===== src/rtl/section_walker.sv =====
module section_walker #(
  parameter int TLB_ENTRIES = 4
) (
  input  logic        clk,
  input  logic        rst_n,
  input  logic        cfg_en,
  input  logic [31:0] cfg_ttb,
  input  logic [31:0] cfg_dacr,
  input  logic        tlb_flush,
  input  logic        req_valid,
  output logic        req_ready,
  input  logic [31:0] req_va,
  input  logic        req_write,
  input  logic        req_fetch,
  input  logic        req_priv,
  output logic        rsp_valid,
  output logic [31:0] rsp_pa,
  output logic [1:0]  rsp_fault,
  output logic        rsp_cacheable,
  output logic        rsp_bufferable,
  output logic        rsp_xn,
  output logic        rd_valid,
  input  logic        rd_ready,
  output logic [31:0] rd_addr,
  input  logic        rd_rvalid,
  input  logic [31:0] rd_rdata
);
  localparam int PTR_W = (TLB_ENTRIES > 1) ? $clog2(TLB_ENTRIES) : 1;

  typedef enum logic [1:0] {S_IDLE, S_READ, S_WAIT, S_RESP} state_t;

  state_t st_q;
  logic [31:0] va_q, desc_q;
  logic wr_q, fetch_q, priv_q, byp_q;

  logic [11:0] tag_q [TLB_ENTRIES];
  logic [31:0] ent_q [TLB_ENTRIES];
  logic [TLB_ENTRIES-1:0] vld_q, hit_vec;
  logic [PTR_W-1:0] rr_q;
  logic [31:0] hit_desc;

  wire accept = req_valid && req_ready;
  wire fill   = (st_q == S_WAIT) && rd_rvalid && (rd_rdata[1:0] == 2'b10);

  assign req_ready = (st_q == S_IDLE);
  assign rd_valid  = (st_q == S_READ);
  assign rd_addr   = {cfg_ttb[31:14], va_q[31:20], 2'b00};
  assign rsp_valid = (st_q == S_RESP);

  for (genvar i = 0; i < TLB_ENTRIES; i++) begin : g_cmp
    assign hit_vec[i] = vld_q[i] && (tag_q[i] == req_va[31:20]);
  end

  always_comb begin
    hit_desc = '0;
    for (int i = 0; i < TLB_ENTRIES; i++)
      if (hit_vec[i]) hit_desc = hit_desc | ent_q[i];
  end

  always_ff @(posedge clk) begin
    if (!rst_n) begin
      st_q    <= S_IDLE;
      va_q    <= '0;
      desc_q  <= '0;
      wr_q    <= 1'b0;
      fetch_q <= 1'b0;
      priv_q  <= 1'b0;
      byp_q   <= 1'b0;
    end else begin
      case (st_q)
        S_IDLE: if (accept) begin
          va_q    <= req_va;
          wr_q    <= req_write;
          fetch_q <= req_fetch;
          priv_q  <= req_priv;
          byp_q   <= !cfg_en;
          desc_q  <= hit_desc;
          st_q    <= (!cfg_en || |hit_vec) ? S_RESP : S_READ;
        end
        S_READ: if (rd_ready) st_q <= S_WAIT;
        S_WAIT: if (rd_rvalid) begin
          desc_q <= rd_rdata;
          st_q   <= S_RESP;
        end
        default: st_q <= S_IDLE;
      endcase
    end
  end

  always_ff @(posedge clk) begin
    if (!rst_n) begin
      vld_q <= '0;
      rr_q  <= '0;
      for (int i = 0; i < TLB_ENTRIES; i++) begin
        tag_q[i] <= '0;
        ent_q[i] <= '0;
      end
    end else begin
      if (fill) begin
        tag_q[rr_q] <= va_q[31:20];
        ent_q[rr_q] <= rd_rdata;
        vld_q[rr_q] <= 1'b1;
        rr_q <= (rr_q == PTR_W'(TLB_ENTRIES - 1)) ? '0 : rr_q + 1'b1;
      end
      if (tlb_flush) vld_q <= '0;
    end
  end

  wire       is_sec = (desc_q[1:0] == 2'b10);
  wire [1:0] dmode  = cfg_dacr[{desc_q[8:5], 1'b0} +: 2];
  wire [1:0] ap     = desc_q[11:10];
  logic ap_ok;

  always_comb begin
    case (ap)
      2'b00:   ap_ok = 1'b0;
      2'b01:   ap_ok = priv_q;
      2'b10:   ap_ok = priv_q || !wr_q;
      default: ap_ok = 1'b1;
    endcase
  end

  always_comb begin
    if (byp_q)                                         rsp_fault = 2'b00;
    else if (!is_sec)                                  rsp_fault = 2'b01;
    else if (!dmode[0])                                rsp_fault = 2'b10;
    else if (dmode == 2'b01 && (!ap_ok || (fetch_q && desc_q[4])))
                                                       rsp_fault = 2'b11;
    else                                               rsp_fault = 2'b00;
  end

  wire good = !byp_q && (rsp_fault == 2'b00);
  assign rsp_pa         = byp_q ? va_q : (good ? {desc_q[31:20], va_q[19:0]} : 32'h0);
  assign rsp_cacheable  = good && desc_q[3];
  assign rsp_bufferable = good && desc_q[2];
  assign rsp_xn         = good && desc_q[4];


  rd_hold_chk: assert property (@(posedge clk) disable iff (!rst_n)
    rd_valid && !rd_ready |=> rd_valid && $stable(rd_addr));

  rsp_pulse_chk: assert property (@(posedge clk) disable iff (!rst_n)
    rsp_valid |=> !rsp_valid && req_ready);

  bypass_no_read_chk: assert property (@(posedge clk) disable iff (!rst_n)
    accept && !cfg_en |=> rsp_valid && !rd_valid);

  hit_fast_chk: assert property (@(posedge clk) disable iff (!rst_n)
    accept && cfg_en && (|hit_vec) |=> rsp_valid && !rd_valid);

  hit_unique_chk: assert property (@(posedge clk) disable iff (!rst_n)
    $onehot0(hit_vec));

  rd_base_chk: assert property (@(posedge clk) disable iff (!rst_n)
    rd_valid |-> rd_addr[31:14] == cfg_ttb[31:14] && rd_addr[1:0] == 2'b00);
endmodule


===== config.mk =====
export PLATFORM = sky130hd
export DESIGN_NAME = section_walker
export DESIGN_NICKNAME = d
export VERILOG_FILES = /design/src/rtl/section_walker.sv
export SDC_FILE = /design/constraint.sdc
export NUM_CORES = 1
export LEC_CHECK = 0
export ABC_AREA = 1
export BUFFER_PORTS_ARGS = -buffer_cell sky130_fd_sc_hd__buf_2
export CORE_UTILIZATION = 45
export CTS_CLUSTER_DIAMETER = 50
export DETAILED_ROUTE_END_ITERATION = 8
export HOLD_SLACK_MARGIN = 0.15
export PLACE_DENSITY = 0.72
export SKIP_LAST_GASP = 1
export SYNTH_ARGS = -nofsm -noshare
export SYNTH_HDL_FRONTEND = slang
export SYNTH_SLANG_ARGS = --single-unit
export TNS_END_PERCENT = 10

===== constraint.sdc =====
create_clock -name clk -period 3.95 [get_ports clk]
set_input_delay 0.395 -clock clk [delete_from_list [all_inputs] [get_ports clk]]
set_output_delay 0.395 -clock clk [all_outputs]
set_load 0.02 [all_outputs]

==> impl_metrics.py <==
metrics = {
    "outcome": {
        "status": "finished, violations left",
        "violations": "DRC",
    },
    "cts": {
        "clk_latency_ns": 0.52,
        "clk_path_buf_depth": 3,
        "tritoncts": "yes",
        "cts_resized": 0,
        "htree_levels": 1,
        "numClockSinks": 207,
        "clockRootBuffer": "clkbuf_16",
        "path_clk_slew_ns": 0.06,
        "cts_buffers": 23,
    },
    "global_routing": {
        "use_met2_pct": 38.97,
        "top_usage_layer": "met2",
        "antenna_found_initial": 2,
        "use_met1_pct": 28.94,
        "grt_util_all_layers_pct": 22.85,
        "gr-total-overflow": 0,
        "grt_max_degree": 69,
        "grt_pass1_wl_um": 41720,
        "grtUsageMet3_pct": 4.465,
        "grt_pass1_vias": 8036,
    },
    "min_path": {
        "hp-start": "req_priv",
        "hp-class": "primary input to flip-flop",
        "hold_path_depth": 3,
        "hold_path_end": "priv_q",
    },
    "final_layout": {
        "layout.nets": 1503,
        "final_layout_size_suffix_gt1_share_pct": 17.69,
        "seq_area_sq_mm": 0.005545,
        "final_cell_mix": "nand2_1 (304), nor2_1 (226), buf_2 (148)",
        "multi_input_area_sq_mm": 0.003568,
        "syn2layout_area_growth_pct": 15.13,
        "stdcell_count": 1655,
        "final_common_cell": "nand2_1",
        "fillCellCount": 2046,
        "fin_util_pct": 53.16,
    },
    "synthesis": {
        "syn-cell-area_sq_mm": 0.01017,
        "synth.distinct_cells": 33,
        "synth_cells": 1243,
        "ys_seq_area_share_pct": 54.52,
        "postSynthAreaPerCell_sq_um": 8.183,
        "yosysWarningCount": 0,
        "synth_seq_cells": 207,
    },
    "timing": {
        "rsz0062_at_grt": "no",
        "tns_ns": 0,
        "clock_skew_ns": 0.02838,
        "hold_viol": 0,
        "drv_slew": 0,
        "max_freq_mhz": 323.3,
        "tightest_slew_ns": 1.125,
        "layout_min_cycle_time_ns": 3.093,
        "setup_viol": 0,
        "relSlewSlack_pct": 24.74,
        "fin_crit_sh_pct": 78.31,
    },
    "run": {
        "cap_violations": 0,
    },
    "critical_path": {
        "critPathCaptureType": "output port",
        "required_ns": 3.56,
        "path_common_cell": "nor2_1",
        "r2r_cells": 10,
        "critPathMaxStageDelay_ns": 0.68,
        "cp_num_buf_inv": 3,
        "r2r_start": "st_q[0]",
        "crit_type": "flip-flop to output port",
        "critPathSlowestCell": "dfxtp_1",
        "ff2ff_setup_slack_ns": 1.25,
        "cp.arrival_ns": 2.70,
        "path_delay_family": "flip-flops",
        "worstSetupStartpointType": "flip-flop",
        "reg2reg_to": "ent_q[3][10]",
        "crit_path_max_fanout": 20,
        "crit_chain": "inv_2, nor2_1, nor2_1, o21ai_0, o211ai_1, nand3_1, nand2_1, a31oi_2, buf_4, nor2_1, buf_2",
    },
    "floorplanning": {
        "floorplan.initialDensity_pct": 46.18,
        "core_sq_mm": 0.02203,
        "io_pins": 210,
        "fp.dieH_um": 152.3,
        "rows": 54,
        "dieWidth_um": 152.3,
        "die-area_sq_mm": 0.02321,
    },
    "place": {
        "place.gp.congestion": 0.8219,
        "dp.cells": 1609,
        "io_buffers": 148,
        "hpwl_um": 17940,
    },
    "pwr": {
        "p_leak_nw": 5.268,
        "power_density_mw_per_mm2": 534.4,
        "vdd_drop_max_mv": 0.2364,
    },
    "detailed_routing": {
        "via_per_inst": 5.079,
        "dr.pass1.iters": 8,
        "drt_iter0_markers": 744,
        "wire_per_inst_um": 16.05,
        "ant_nets": 0,
        "route.detailed.drc": 27,
        "totalWireLength_um": 26560,
        "vias": 8405,
    },
}
==> cell type report <==
class	count	share of cell area (%)
Sequential cell	207	47.36
Multi-Input combinational cell	797	30.47
Timing Repair Buffer	168	7.672
Clock buffer	29	5.278
Inverter	160	5.129
Tap cell	280	2.992
Clock inverter	13	1.079
Antenna cell	1	0.02137
==> Yosys cell counts (all sizes together) <==
cell type	count	share of area (%)
o21ai	67	3.3
clkbuf	27	1.0
o22ai	2	0.12
edfxtp	140	41
nand3b	16	1.2
conb	1	0.037
and2	1	0.062
xor2	1	0.086
nor2	233	8.9
a21boi	2	0.15
buf	57	3.9
ha	8	0.98
nand3	40	2.0
xnor2	6	0.52
o211ai	8	0.59
or2	5	0.31
a31oi	1	0.062
nor3	3	0.15
nand4	3	0.18
a21oi	88	4.6
dfxtp	67	13
o221ai	2	0.17
nand2	305	11
inv	160	5.9
==> power breakdown <==
group / leakage [nW] / switching (mW) / total, mW / internal [mW]
Clock: 0.376 / 0.858 / 2.10 / 1.25
Sequential: 1.99 / 0.139 / 2.67 / 2.53
Combinational: 2.90 / 1.04 / 1.49 / 0.447
Total: 5.27 / 2.04 / 6.26 / 4.22
==> registers in the layout (all words and copies together), names as in the netlist <==
| name | cells |
|---|---|
| priv_q | 1 |
| va_q | 32 |
| desc_q | 23 |
| vld_q | 4 |
| rr_q | 2 |
| byp_q | 1 |
| st_q | 2 |
| fetch_q | 1 |
| tag_q | 48 |
| wr_q | 1 |
| ent_q | 92 |
==> what timing repair did <==
| action | in CTS | in global routing |
|---|---|---|
| buffers inserted | 0 | 0 |
| hold buffers | 3 | 0 |
| endpoints found under the hold margin | 3 | 0 |
| endpoints found under the setup margin | 0 | 0 |
==> routing by layer <==
layer  vias up  wire length [um]
met3        51              2636
met5         -                 0
met1      3848             10760
met2       373             12520
li1       4133                 -
met4         0               648
==> cell families after synthesis <==
family / after synthesis / share of synthesized area [%]
xor+xnor: 7 / 0.6028
other cells: 1 / 0.03687
compound gates: 170 / 8.980
simple gates: 606 / 24.03
buf+inv: 244 / 10.85
fa+ha+maj: 8 / 0.9842
flops: 207 / 54.52
==> worst min-delay path: cells and delay by family <==
family,cells,cell delay [ns]
and+or+nand+nor,1,0.09
AOI/OAI and AO/OA,1,0.08
buffers and inverters,1,0.07
==> worst max path at each step <==
stage                    from      endpoint  slack (ns)  depth (start not counted)
floorplan             st_q[0]   ent_q[3][0]        0.96                         10
global placement        rst_n   ent_q[3][7]        1.20                          7
detailed placement      rst_n   ent_q[3][8]        1.14                          7
CTS                 desc_q[5]  rsp_fault[1]        0.83                         11
global route        desc_q[5]  rsp_fault[1]        0.57                         11
finish              desc_q[5]     rsp_pa[0]        0.86                         11
==> per-stage QoR <==
stage | cell area [sq um] | setup slack [ns] | total power, mW | hold slack [ns]
after global placement | 10930 | 1.205 | 4.152 | 0.4393
final | 11710 | 0.8567 | 6.258 | 0.1619
after floorplan | 10190 | 0.9648 | 3.775 | 0.4277
after detailed placement | 10930 | 1.139 | 4.191 | 0.4449
after CTS | 11710 | 0.8345 | 6.290 | 0.1529
after global routing | 11710 | 0.5697 | 6.583 | 0.1804
No activity file was read; power rests on OpenSTA's default activity.
